===== src/rtl/cwb_pkg.sv =====
package cwb_pkg;

    // Controller phases of the cache
    typedef enum logic [2:0] {
        ST_IDLE,
        ST_EVICT,
        ST_FILL,
        ST_BYPASS,
        ST_FLUSH
    } state_t;

endpackage


===== src/rtl/cwb_line_store.sv =====
// Line array: valid/dirty/tag/data per line plus a per-set FIFO pointer.
// Line index = set * WAYS + way. WAYS and SETS are powers of two.
module cwb_line_store #(
    parameter int SETS   = 2,
    parameter int WAYS   = 2,
    parameter int TAG_W  = 3,
    parameter int DATA_W = 32,
    localparam int SET_W  = $clog2(SETS),
    localparam int WAY_W  = $clog2(WAYS),
    localparam int LINES  = SETS * WAYS,
    localparam int LINE_W = $clog2(LINES)
) (
    input  logic                          clk,
    input  logic                          rst_n,
    input  logic [SET_W-1:0]              rd_set,
    output logic [WAYS-1:0]               rd_valid,
    output logic [WAYS-1:0]               rd_dirty,
    output logic [WAYS-1:0][TAG_W-1:0]    rd_tag,
    output logic [WAYS-1:0][DATA_W-1:0]   rd_data,
    output logic [WAY_W-1:0]              rd_ptr,
    input  logic [LINE_W-1:0]             fl_idx,
    output logic                          fl_valid,
    output logic                          fl_dirty,
    output logic [TAG_W-1:0]              fl_tag,
    output logic [DATA_W-1:0]             fl_data,
    input  logic                          wr_en,
    input  logic [WAY_W-1:0]              wr_way,
    input  logic                          wr_dirty,
    input  logic [TAG_W-1:0]              wr_tag,
    input  logic [DATA_W-1:0]             wr_data,
    input  logic                          ptr_adv,
    input  logic                          clr_all
);

    typedef struct packed {
        logic [LINES-1:0]               valid;
        logic [LINES-1:0]               dirty;
        logic [LINES-1:0][TAG_W-1:0]    tag;
        logic [LINES-1:0][DATA_W-1:0]   data;
        logic [SETS-1:0][WAY_W-1:0]     ptr;
    } store_t;

    store_t s_d, s_q;
    logic [LINE_W-1:0] wr_line;

    assign wr_line = {rd_set, wr_way};

    always_comb begin
        s_d = s_q;
        if (wr_en) begin
            s_d.valid[wr_line] = 1'b1;
            s_d.dirty[wr_line] = wr_dirty;
            s_d.tag[wr_line]   = wr_tag;
            s_d.data[wr_line]  = wr_data;
        end
        if (ptr_adv) begin
            s_d.ptr[rd_set] = (s_q.ptr[rd_set] == WAY_W'(WAYS - 1)) ? '0
                                                                    : s_q.ptr[rd_set] + 1'b1;
        end
        if (clr_all) begin
            s_d.valid = '0;
            s_d.dirty = '0;
        end
    end

    always_ff @(posedge clk) begin
        if (!rst_n) s_q <= '0;
        else        s_q <= s_d;
    end

    for (genvar w = 0; w < WAYS; w++) begin : g_way
        assign rd_valid[w] = s_q.valid[{rd_set, WAY_W'(w)}];
        assign rd_dirty[w] = s_q.dirty[{rd_set, WAY_W'(w)}];
        assign rd_tag[w]   = s_q.tag[{rd_set, WAY_W'(w)}];
        assign rd_data[w]  = s_q.data[{rd_set, WAY_W'(w)}];
    end

    assign rd_ptr   = s_q.ptr[rd_set];
    assign fl_valid = s_q.valid[fl_idx];
    assign fl_dirty = s_q.dirty[fl_idx];
    assign fl_tag   = s_q.tag[fl_idx];
    assign fl_data  = s_q.data[fl_idx];

endmodule


===== src/rtl/cwb_hit_find.sv =====
// Tag compare across the ways of one set.
module cwb_hit_find #(
    parameter int WAYS  = 2,
    parameter int TAG_W = 3,
    localparam int WAY_W = $clog2(WAYS)
) (
    input  logic [WAYS-1:0]            valid,
    input  logic [WAYS-1:0][TAG_W-1:0] tags,
    input  logic [TAG_W-1:0]           key,
    output logic                       hit,
    output logic [WAY_W-1:0]           way
);

    always_comb begin
        hit = 1'b0;
        way = '0;
        for (int w = 0; w < WAYS; w++) begin
            if (valid[w] && tags[w] == key && !hit) begin
                hit = 1'b1;
                way = WAY_W'(w);
            end
        end
    end

endmodule


===== src/rtl/fifo_wb_cache.sv =====
module fifo_wb_cache
    import cwb_pkg::*;
#(
    parameter int ADDR_W = 4,
    parameter int DATA_W = 32,
    parameter int SETS   = 2,
    parameter int WAYS   = 2
) (
    input  logic              clk,
    input  logic              rst_n,
    input  logic              cpu_req,
    input  logic              cpu_we,
    input  logic [ADDR_W-1:0] cpu_addr,
    input  logic [DATA_W-1:0] cpu_wdata,
    output logic              cpu_ready,
    output logic [DATA_W-1:0] cpu_rdata,
    input  logic              cache_en,
    input  logic              flush_req,
    output logic              flush_done,
    output logic              mem_req,
    output logic              mem_we,
    output logic [ADDR_W-1:0] mem_addr,
    output logic [DATA_W-1:0] mem_wdata,
    input  logic              mem_ready,
    input  logic [DATA_W-1:0] mem_rdata
);

    localparam int SET_W  = $clog2(SETS);
    localparam int WAY_W  = $clog2(WAYS);
    localparam int TAG_W  = ADDR_W - SET_W;
    localparam int LINES  = SETS * WAYS;
    localparam int LINE_W = $clog2(LINES);

    typedef struct packed {
        state_t             st;
        logic               ready;
        logic [DATA_W-1:0]  rdata;
        logic               fdone;
        logic [LINE_W-1:0]  fidx;
    } ctl_t;

    ctl_t c_d, c_q;

    logic [SET_W-1:0]             set_idx;
    logic [TAG_W-1:0]             req_tag;
    logic [WAYS-1:0]              rd_valid, rd_dirty;
    logic [WAYS-1:0][TAG_W-1:0]   rd_tag;
    logic [WAYS-1:0][DATA_W-1:0]  rd_data;
    logic [WAY_W-1:0]             rd_ptr, hit_way, wr_way;
    logic                         hit;
    logic                         fl_valid, fl_dirty;
    logic [TAG_W-1:0]             fl_tag;
    logic [DATA_W-1:0]            fl_data;
    logic                         wr_en, wr_dirty, ptr_adv, clr_all, step;
    logic [DATA_W-1:0]            wr_data;

    assign set_idx = cpu_addr[SET_W-1:0];
    assign req_tag = cpu_addr[ADDR_W-1:SET_W];

    cwb_line_store #(
        .SETS(SETS), .WAYS(WAYS), .TAG_W(TAG_W), .DATA_W(DATA_W)
    ) u_store (
        .clk(clk), .rst_n(rst_n), .rd_set(set_idx),
        .rd_valid(rd_valid), .rd_dirty(rd_dirty), .rd_tag(rd_tag),
        .rd_data(rd_data), .rd_ptr(rd_ptr),
        .fl_idx(c_q.fidx), .fl_valid(fl_valid), .fl_dirty(fl_dirty),
        .fl_tag(fl_tag), .fl_data(fl_data),
        .wr_en(wr_en), .wr_way(wr_way), .wr_dirty(wr_dirty),
        .wr_tag(req_tag), .wr_data(wr_data),
        .ptr_adv(ptr_adv), .clr_all(clr_all)
    );

    cwb_hit_find #(.WAYS(WAYS), .TAG_W(TAG_W)) u_hit (
        .valid(rd_valid), .tags(rd_tag), .key(req_tag),
        .hit(hit), .way(hit_way)
    );

    always_comb begin
        c_d       = c_q;
        c_d.ready = 1'b0;
        c_d.fdone = 1'b0;
        mem_req   = 1'b0;
        mem_we    = 1'b0;
        mem_addr  = '0;
        mem_wdata = '0;
        wr_en     = 1'b0;
        wr_way    = hit_way;
        wr_dirty  = 1'b1;
        wr_data   = cpu_wdata;
        ptr_adv   = 1'b0;
        clr_all   = 1'b0;
        step      = 1'b0;
        unique case (c_q.st)
            ST_IDLE: begin
                if (!c_q.ready && !c_q.fdone) begin
                    if (flush_req) begin
                        c_d.st   = ST_FLUSH;
                        c_d.fidx = '0;
                    end else if (cpu_req) begin
                        if (!cache_en) begin
                            c_d.st = ST_BYPASS;
                        end else if (hit) begin
                            c_d.ready = 1'b1;
                            c_d.rdata = cpu_we ? cpu_wdata : rd_data[hit_way];
                            wr_en     = cpu_we;
                        end else if (rd_valid[rd_ptr] && rd_dirty[rd_ptr]) begin
                            c_d.st = ST_EVICT;
                        end else begin
                            c_d.st = ST_FILL;
                        end
                    end
                end
            end
            ST_EVICT: begin
                mem_req   = 1'b1;
                mem_we    = 1'b1;
                mem_addr  = {rd_tag[rd_ptr], set_idx};
                mem_wdata = rd_data[rd_ptr];
                if (mem_ready) c_d.st = ST_FILL;
            end
            ST_FILL: begin
                mem_req  = 1'b1;
                mem_addr = cpu_addr;
                if (mem_ready) begin
                    wr_en     = 1'b1;
                    wr_way    = rd_ptr;
                    wr_dirty  = cpu_we;
                    wr_data   = cpu_we ? cpu_wdata : mem_rdata;
                    ptr_adv   = 1'b1;
                    c_d.ready = 1'b1;
                    c_d.rdata = cpu_we ? cpu_wdata : mem_rdata;
                    c_d.st    = ST_IDLE;
                end
            end
            ST_BYPASS: begin
                mem_req   = 1'b1;
                mem_we    = cpu_we;
                mem_addr  = cpu_addr;
                mem_wdata = cpu_wdata;
                if (mem_ready) begin
                    c_d.ready = 1'b1;
                    c_d.rdata = cpu_we ? cpu_wdata : mem_rdata;
                    c_d.st    = ST_IDLE;
                end
            end
            ST_FLUSH: begin
                if (fl_valid && fl_dirty) begin
                    mem_req   = 1'b1;
                    mem_we    = 1'b1;
                    mem_addr  = {fl_tag, c_q.fidx[LINE_W-1 -: SET_W]};
                    mem_wdata = fl_data;
                    step      = mem_ready;
                end else begin
                    step = 1'b1;
                end
                if (step) begin
                    if (c_q.fidx == LINE_W'(LINES - 1)) begin
                        clr_all   = 1'b1;
                        c_d.fdone = 1'b1;
                        c_d.st    = ST_IDLE;
                    end else begin
                        c_d.fidx = c_q.fidx + 1'b1;
                    end
                end
            end
            default: c_d.st = ST_IDLE;
        endcase
    end

    always_ff @(posedge clk) begin
        if (!rst_n) c_q <= '{st: ST_IDLE, default: '0};
        else        c_q <= c_d;
    end

    assign cpu_ready  = c_q.ready;
    assign cpu_rdata  = c_q.rdata;
    assign flush_done = c_q.fdone;

endmodule


===== config.mk =====
export PLATFORM = sky130hd
export DESIGN_NAME = fifo_wb_cache
export DESIGN_NICKNAME = d
export VERILOG_FILES = /design/src/rtl/cwb_pkg.sv /design/src/rtl/cwb_line_store.sv /design/src/rtl/cwb_hit_find.sv /design/src/rtl/fifo_wb_cache.sv
export SDC_FILE = /design/constraint.sdc
export NUM_CORES = 1
export LEC_CHECK = 0
export BUFFER_PORTS_ARGS = -buffer_cell sky130_fd_sc_hd__buf_2
export CORE_MARGIN = 10
export CORE_UTILIZATION = 59
export CTS_BUF_LIST = sky130_fd_sc_hd__clkbuf_4 sky130_fd_sc_hd__clkbuf_8 sky130_fd_sc_hd__clkbuf_16
export DETAILED_ROUTE_END_ITERATION = 8
export PLACE_DENSITY = 0.81
export SYNTH_ARGS = -nofsm -noshare
export SYNTH_HDL_FRONTEND = slang
export SYNTH_SLANG_ARGS = --single-unit

===== constraint.sdc =====
create_clock -name clk -period 2.88 [get_ports clk]
set_clock_uncertainty 0.2 [all_clocks]
set_input_delay 0.288 -clock clk [delete_from_list [all_inputs] [get_ports clk]]
set_output_delay 0.288 -clock clk [all_outputs]
set_load 0.01 [all_outputs]

==> results.ini, run 1 <==
[pwr]
powerDensity_nw_per_um2=451
power_mw=5.62
peakVddDrop_v=0.000405
p_leak_nw=4.69

[placed_design]
portBuffers=146
hpwl_um=22100
dp.cells=1467
gp_congestion=0.880

[yosys]
ys.flop_type=dfxtp_1
synthMuxAreaShare_pct=17.8
netlist_area_um2=11000
ys_seq_area_share_pct=34.4
synthAdderAreaFrac_pct=0.114
synth_edf_count=0
yosys_warnings=0
async_reset_ff_share_pct=0
ys_ff_latch=189
synth_top_family_by_area=compound AO/OA/AOI/OAI gates
synthDistinctLibCells=52
synthSimpleGateAreaFrac_pct=11.2
yosys.area_share.xor_xnor_pct=0.797
syn_nets=1284
syn_avg_cell_area_um2=9.10
synth_compound_area_share_pct=27.9
synth_cells=1208

[floorplanning]
initial_core_util_pct=60.6
core-area_um2=18100
die_x_um=157
row_count=49
fp.dieH_um=157
io_pins=147
dieArea_um2=24500

[global_route]
globalRoute.totalOverflow=0
groute.usage.overall_pct=27.3
grt_pass1_wl_um=54500
grt_max_degree=70
antenna_found_initial=1
grt_pass1_vias=10200

[timing]
period_share_pct=96.0
min_period_ps=2770
finalMaxSlewViolations=0
relSlewSlack_pct=50.3
finalHoldViolations=0
max_freq_ghz=0.362
tightestPinTransition_ps=746
setup_viol=0

[layout]
n_fill_cell=1433
area_delta_synth_final_pct=13.2
fin_cells=1505
multi_input_area_um2=6410
most-common-layout-cells=190 x nor2_1, 187 x dfxtp_1, 171 x a211oi_1, 145 x buf_2, 80 x mux2i_1
seqCellArea_um2=3790
final_common_cell=nor2_1
drive_gt1_share_pct=24.5
fin_nets=1338

[critical_path]
crit_arrival_ps=2900
timing.critical_path.cells=dlygate4sd3_1 > buf_2 > xor2_1 > o32ai_1 > and3_2 > a22oi_1 > nor2b_4 > buf_12 > nor2_1 > a211oi_1
end_kind=register
worstSetupPathType=in -> reg
start_kind=primary input
slowest_stage=dlygate4sd3_1
critPathRequiredTime_ps=3010
max_stage_delay_ps=540
crit_path_max_fanout=34

[cts]
root_buffer=clkbuf_16
cts_tree=yes
cts_buffer_depth=2
path_clk_slew_ps=70
clk_latency_ps=440
cts_buffers=17
cts.sinks=189
htree_levels=4

[routing]
first_pass_iters=6
wl_per_cell_um=22.6
vias=10300
via_per_inst=6.85
drt_wl_total_um=34000
remaining_drc_errors=0
antenna_left=0
drt_iter0_drc=1001

[job]
cap_violations=0

[hold_path]
hold_class=in -> reg

[outcome]
status=complete, no violations

cell families (layout without fill, tap and decap cells):
| kind of cell | after synthesis | in the layout |
|---|---|---|
| AO/OA/AOI/OAI | 403 | 403 |
| AND/OR/NAND/NOR | 288 | 288 |
| flip-flops | 189 | 189 |
| buffers and inverters | 169 | 236 |
| multiplexers | 148 | 148 |
| XOR/XNOR | 10 | 10 |
| adder cells (fa/ha/maj) | 1 | 1 |
| other | 0 | 1 |
state kept, by name, indices dropped and copies added, names as in the netlist:
name         flops
u_store.s_q    150
cpu_ready        1
cpu_rdata       32
c_q              5
flush_done       1
layer usage:
metal,track usage (%),wire length [um],vias up
met5,0,0,-
met4,10.3,961,0
met3,6.25,3300,96
met2,44.5,16100,581
met1,34.4,13600,4924
li1,-,-,4705
synth_stat cells (5+ instances only):
cell type  number  area, um2
a211oi_1      171       1280
a32o_1         31        310
buf_4          45        338
mux2_2         32        360
buf_2          40        200
nor3_1         34        170
xor2_1          9       78.8
clkbuf_1       70        263
a221o_1        35        350
nand2_1        24       90.1
mux2i_1        81        811
nor2b_1         6       37.5
a211o_1        30        263
o211ai_1        5       37.5
buf_1           8       30.0
a21oi_1        37        185
nand3_1        13       65.1
mux4_2         35        788
o21ai_0        43        215
dfxtp_1       189       3780
nor2_1        191        717
a2bb2oi_1      30        263
worst max-delay path, delay by kind of cell:
family / cells / cell delay [ps]
buffers and inverters: 3 / 960
AOI/OAI and AO/OA: 3 / 800
and+or+nand+nor: 3 / 650
xor gates and xnor gates: 1 / 170
where the power goes:
group | internal, mW | switching (mW)
sequential | 2.64 | 0.0294
combinational | 0.248 | 0.386
clock | 1.17 | 1.15
metrics by stage:
stage	worst slack [ps]	setup TNS, ps	utilization [%]	cell area, um2	hold WS [ps]
finish	114	0	68.6	12400	34.1
detailed placement	233	0	65.1	11800	253
floorplan	335	0	-	11000	243
CTS	7.76	0	68.5	12400	20.8
global route	-14.9	-14.9	68.6	12400	34.3
global placement	307	0	65.1	11800	243
repair_timing:
item,in CTS,in global routing
pin swaps,0,1
buffers inserted,0,1
hold buffers,4,0
endpoints found under the setup margin,4,58
endpoints found under the hold margin,6,0
resized for setup,1,4
gates cloned,0,0
final timing paths:
check / to / start / cells past startpoint / slack (ps)
worst max-delay path: u_store.s_q[89] / cpu_addr[2] / 10 / 110
worst min-delay path: cpu_rdata[26] / mem_rdata[26] / 3 / 30
worst max register to register: u_store.s_q[89] / flush_done / 8 / 230
worst min register to register: cpu_rdata[5] / cpu_rdata[5] / 1 / 270
layout make-up:
cell class,instances,area share [%]
Multi-Input combinational cell,850,51.5
Sequential cell,189,30.4
Timing Repair Buffer,199,11.0
Clock buffer,18,3.53
Tap cell,229,2.30
Clock inverter,14,1.06
Inverter,5,0.171
Antenna cell,1,0.0201
Note: power is estimated with default switching activity, not from simulation.
==> run 2, diff against run 1 <==
- HOLD_SLACK_MARGIN: unset -> 0.06
==> run 2 against run 1 <==
  * Combinational power up 5.1%
  * Setup slack better by 2.7 ps
  * Worst hold slack improved by 43 ps
  * Sequential share of layout area down 0.71 points
  * Sequential cell count stayed put
  * Critical path depth unchanged
  * Design area grew 2.4%
  * Die area unchanged
  * Maximum frequency hardly changed
  * Largest power group unchanged
==> results.ini, run 2 (same netlist as run 1, synthesis figures left out) <==
[timing]
tightestPinTransition_ps=750
finalWorstSetupSlack_ps=117
finalMaxSlewViolations=0
holdWs_ps=76.7
fin_tns_setup_ps=0
finalHoldViolations=0
min_period_ps=2760
setup_viol=0
period_share_pct=95.9
relSlewSlack_pct=50.0
max_freq_ghz=0.362

[global_route]
grt_pass1_wl_um=55300
antenna_found_initial=0
grt_max_degree=70
grt_pass1_vias=10300
groute.usage.overall_pct=27.7
globalRoute.totalOverflow=0

[cts]
path_clk_slew_ps=70
cts_tree=yes
clk_latency_ps=440
cts_buffer_depth=2
cts.sinks=189
cts_buffers=17
htree_levels=4
root_buffer=clkbuf_16

[critical_path]
cp_top_family=buffers and inverters
crit_arrival_ps=2900
worstSetupPathType=in -> reg
start_kind=primary input
crit_buf_inv=3
slowest_stage=dlygate4sd3_1
end_kind=register
timing.critical_path.cells=dlygate4sd3_1 > buf_2 > xor2_1 > o32ai_1 > and3_2 > a22oi_1 > nor2b_4 > buf_12 > nor2_1 > a211oi_1
r2r-start=flush_done
critPathRequiredTime_ps=3020
critPathLaunch=cpu_addr[2]
max_stage_delay_ps=540
crit_path_max_fanout=34

[layout]
insertedDiodeCount=0
area_delta_synth_final_pct=15.9
final_common_cell=nor2_1
top_register=u_store.s_q
fin_util_pct=70.2
fin_area_um2=12700
fin_nets=1368
drive_gt1_share_pct=24.0
largest_register_ffs=150
most-common-layout-cells=190 x nor2_1, 187 x dfxtp_1, 171 x a211oi_1, 145 x buf_2, 80 x mux2i_1
fin_cells=1534

[routing]
vias=10400
drt_iter0_drc=1073
drt_wl_total_um=34400
via_per_inst=6.79
antenna_left=0
wl_per_cell_um=22.4
remaining_drc_errors=0
first_pass_iters=5

[placed_design]
place_area_um2=11800
gp_congestion=0.880
portBuffers=146
dp_worst_setup_slack_ps=233
hpwl_um=22100
dp.cells=1467

[floorplanning]
die_x_um=157
core-area_um2=18100
initial_core_util_pct=60.6
dieArea_um2=24500
fp.dieH_um=157
io_pins=147
row_count=49

[pwr]
p_leak_nw=4.82
peakVddDrop_v=0.000407
powerDensity_nw_per_um2=443
power_mw=5.65

[hold_path]
hp-start=mem_ready
hold_class=in -> reg

[job]
cap_violations=0

[outcome]
status=complete, no violations

run 2: cell types whose count changed in the layout (fill, tap and decap cells not counted), sizes merged:
| cell | before | now |
|---|---|---|
| diode | 1 | 0 |
| dlygate4sd3 | 4 | 34 |
run 2: power by group:
| part | switching, mW | total [mW] | leakage [nW] | internal [mW] |
|---|---|---|---|---|
| Sequential | 0.0296 | 2.67 | 1.52 | 2.64 |
| Clock | 1.15 | 2.31 | 0.276 | 1.17 |
| Combinational | 0.391 | 0.665 | 3.02 | 0.274 |
run 2: layout make-up:
cell class | count | area [um2]
Sequential cell | 189 | 3790
Fill cell | 1392 | 5400
Tap cell | 229 | 287
Clock buffer | 18 | 439
Inverter | 5 | 21.3
Multi-Input combinational cell | 850 | 6410
Timing Repair Buffer | 229 | 1670
Clock inverter | 14 | 131
run 2: worst register-to-register path: stages (launching register included):
cell	delay [ps]
dfxtp_1	340
or3_4	400
nor4_4	290
and4_1	300
a22oi_1	200
nor2b_4	250
buf_12	230
nor2_1	70
a211oi_1	250
run 2: path summary, 6_finish.rpt:
path	endpoint	slack [ps]	cells past startpoint
setup / recovery	u_store.s_q[89]	120	10
hold reg to reg	cpu_rdata[9]	260	1
hold / removal	c_q[36]	80	3
setup reg to reg	u_store.s_q[89]	230	8
run 2: routing by layer:
layer,track usage (%),wire length [um]
met5,0,0
met4,10.5,848
met3,6.17,3070
met2,45.3,16600
met1,34.9,13900
run 2: what timing repair did:
item / CTS / global route
hold buffers: 34 / 0
endpoints found under the setup margin: 4 / 63
hold endpoints to repair: 43 / 0
pin swaps: 0 / 1
resized for setup: 1 / 4
buffers inserted: 0 / 1
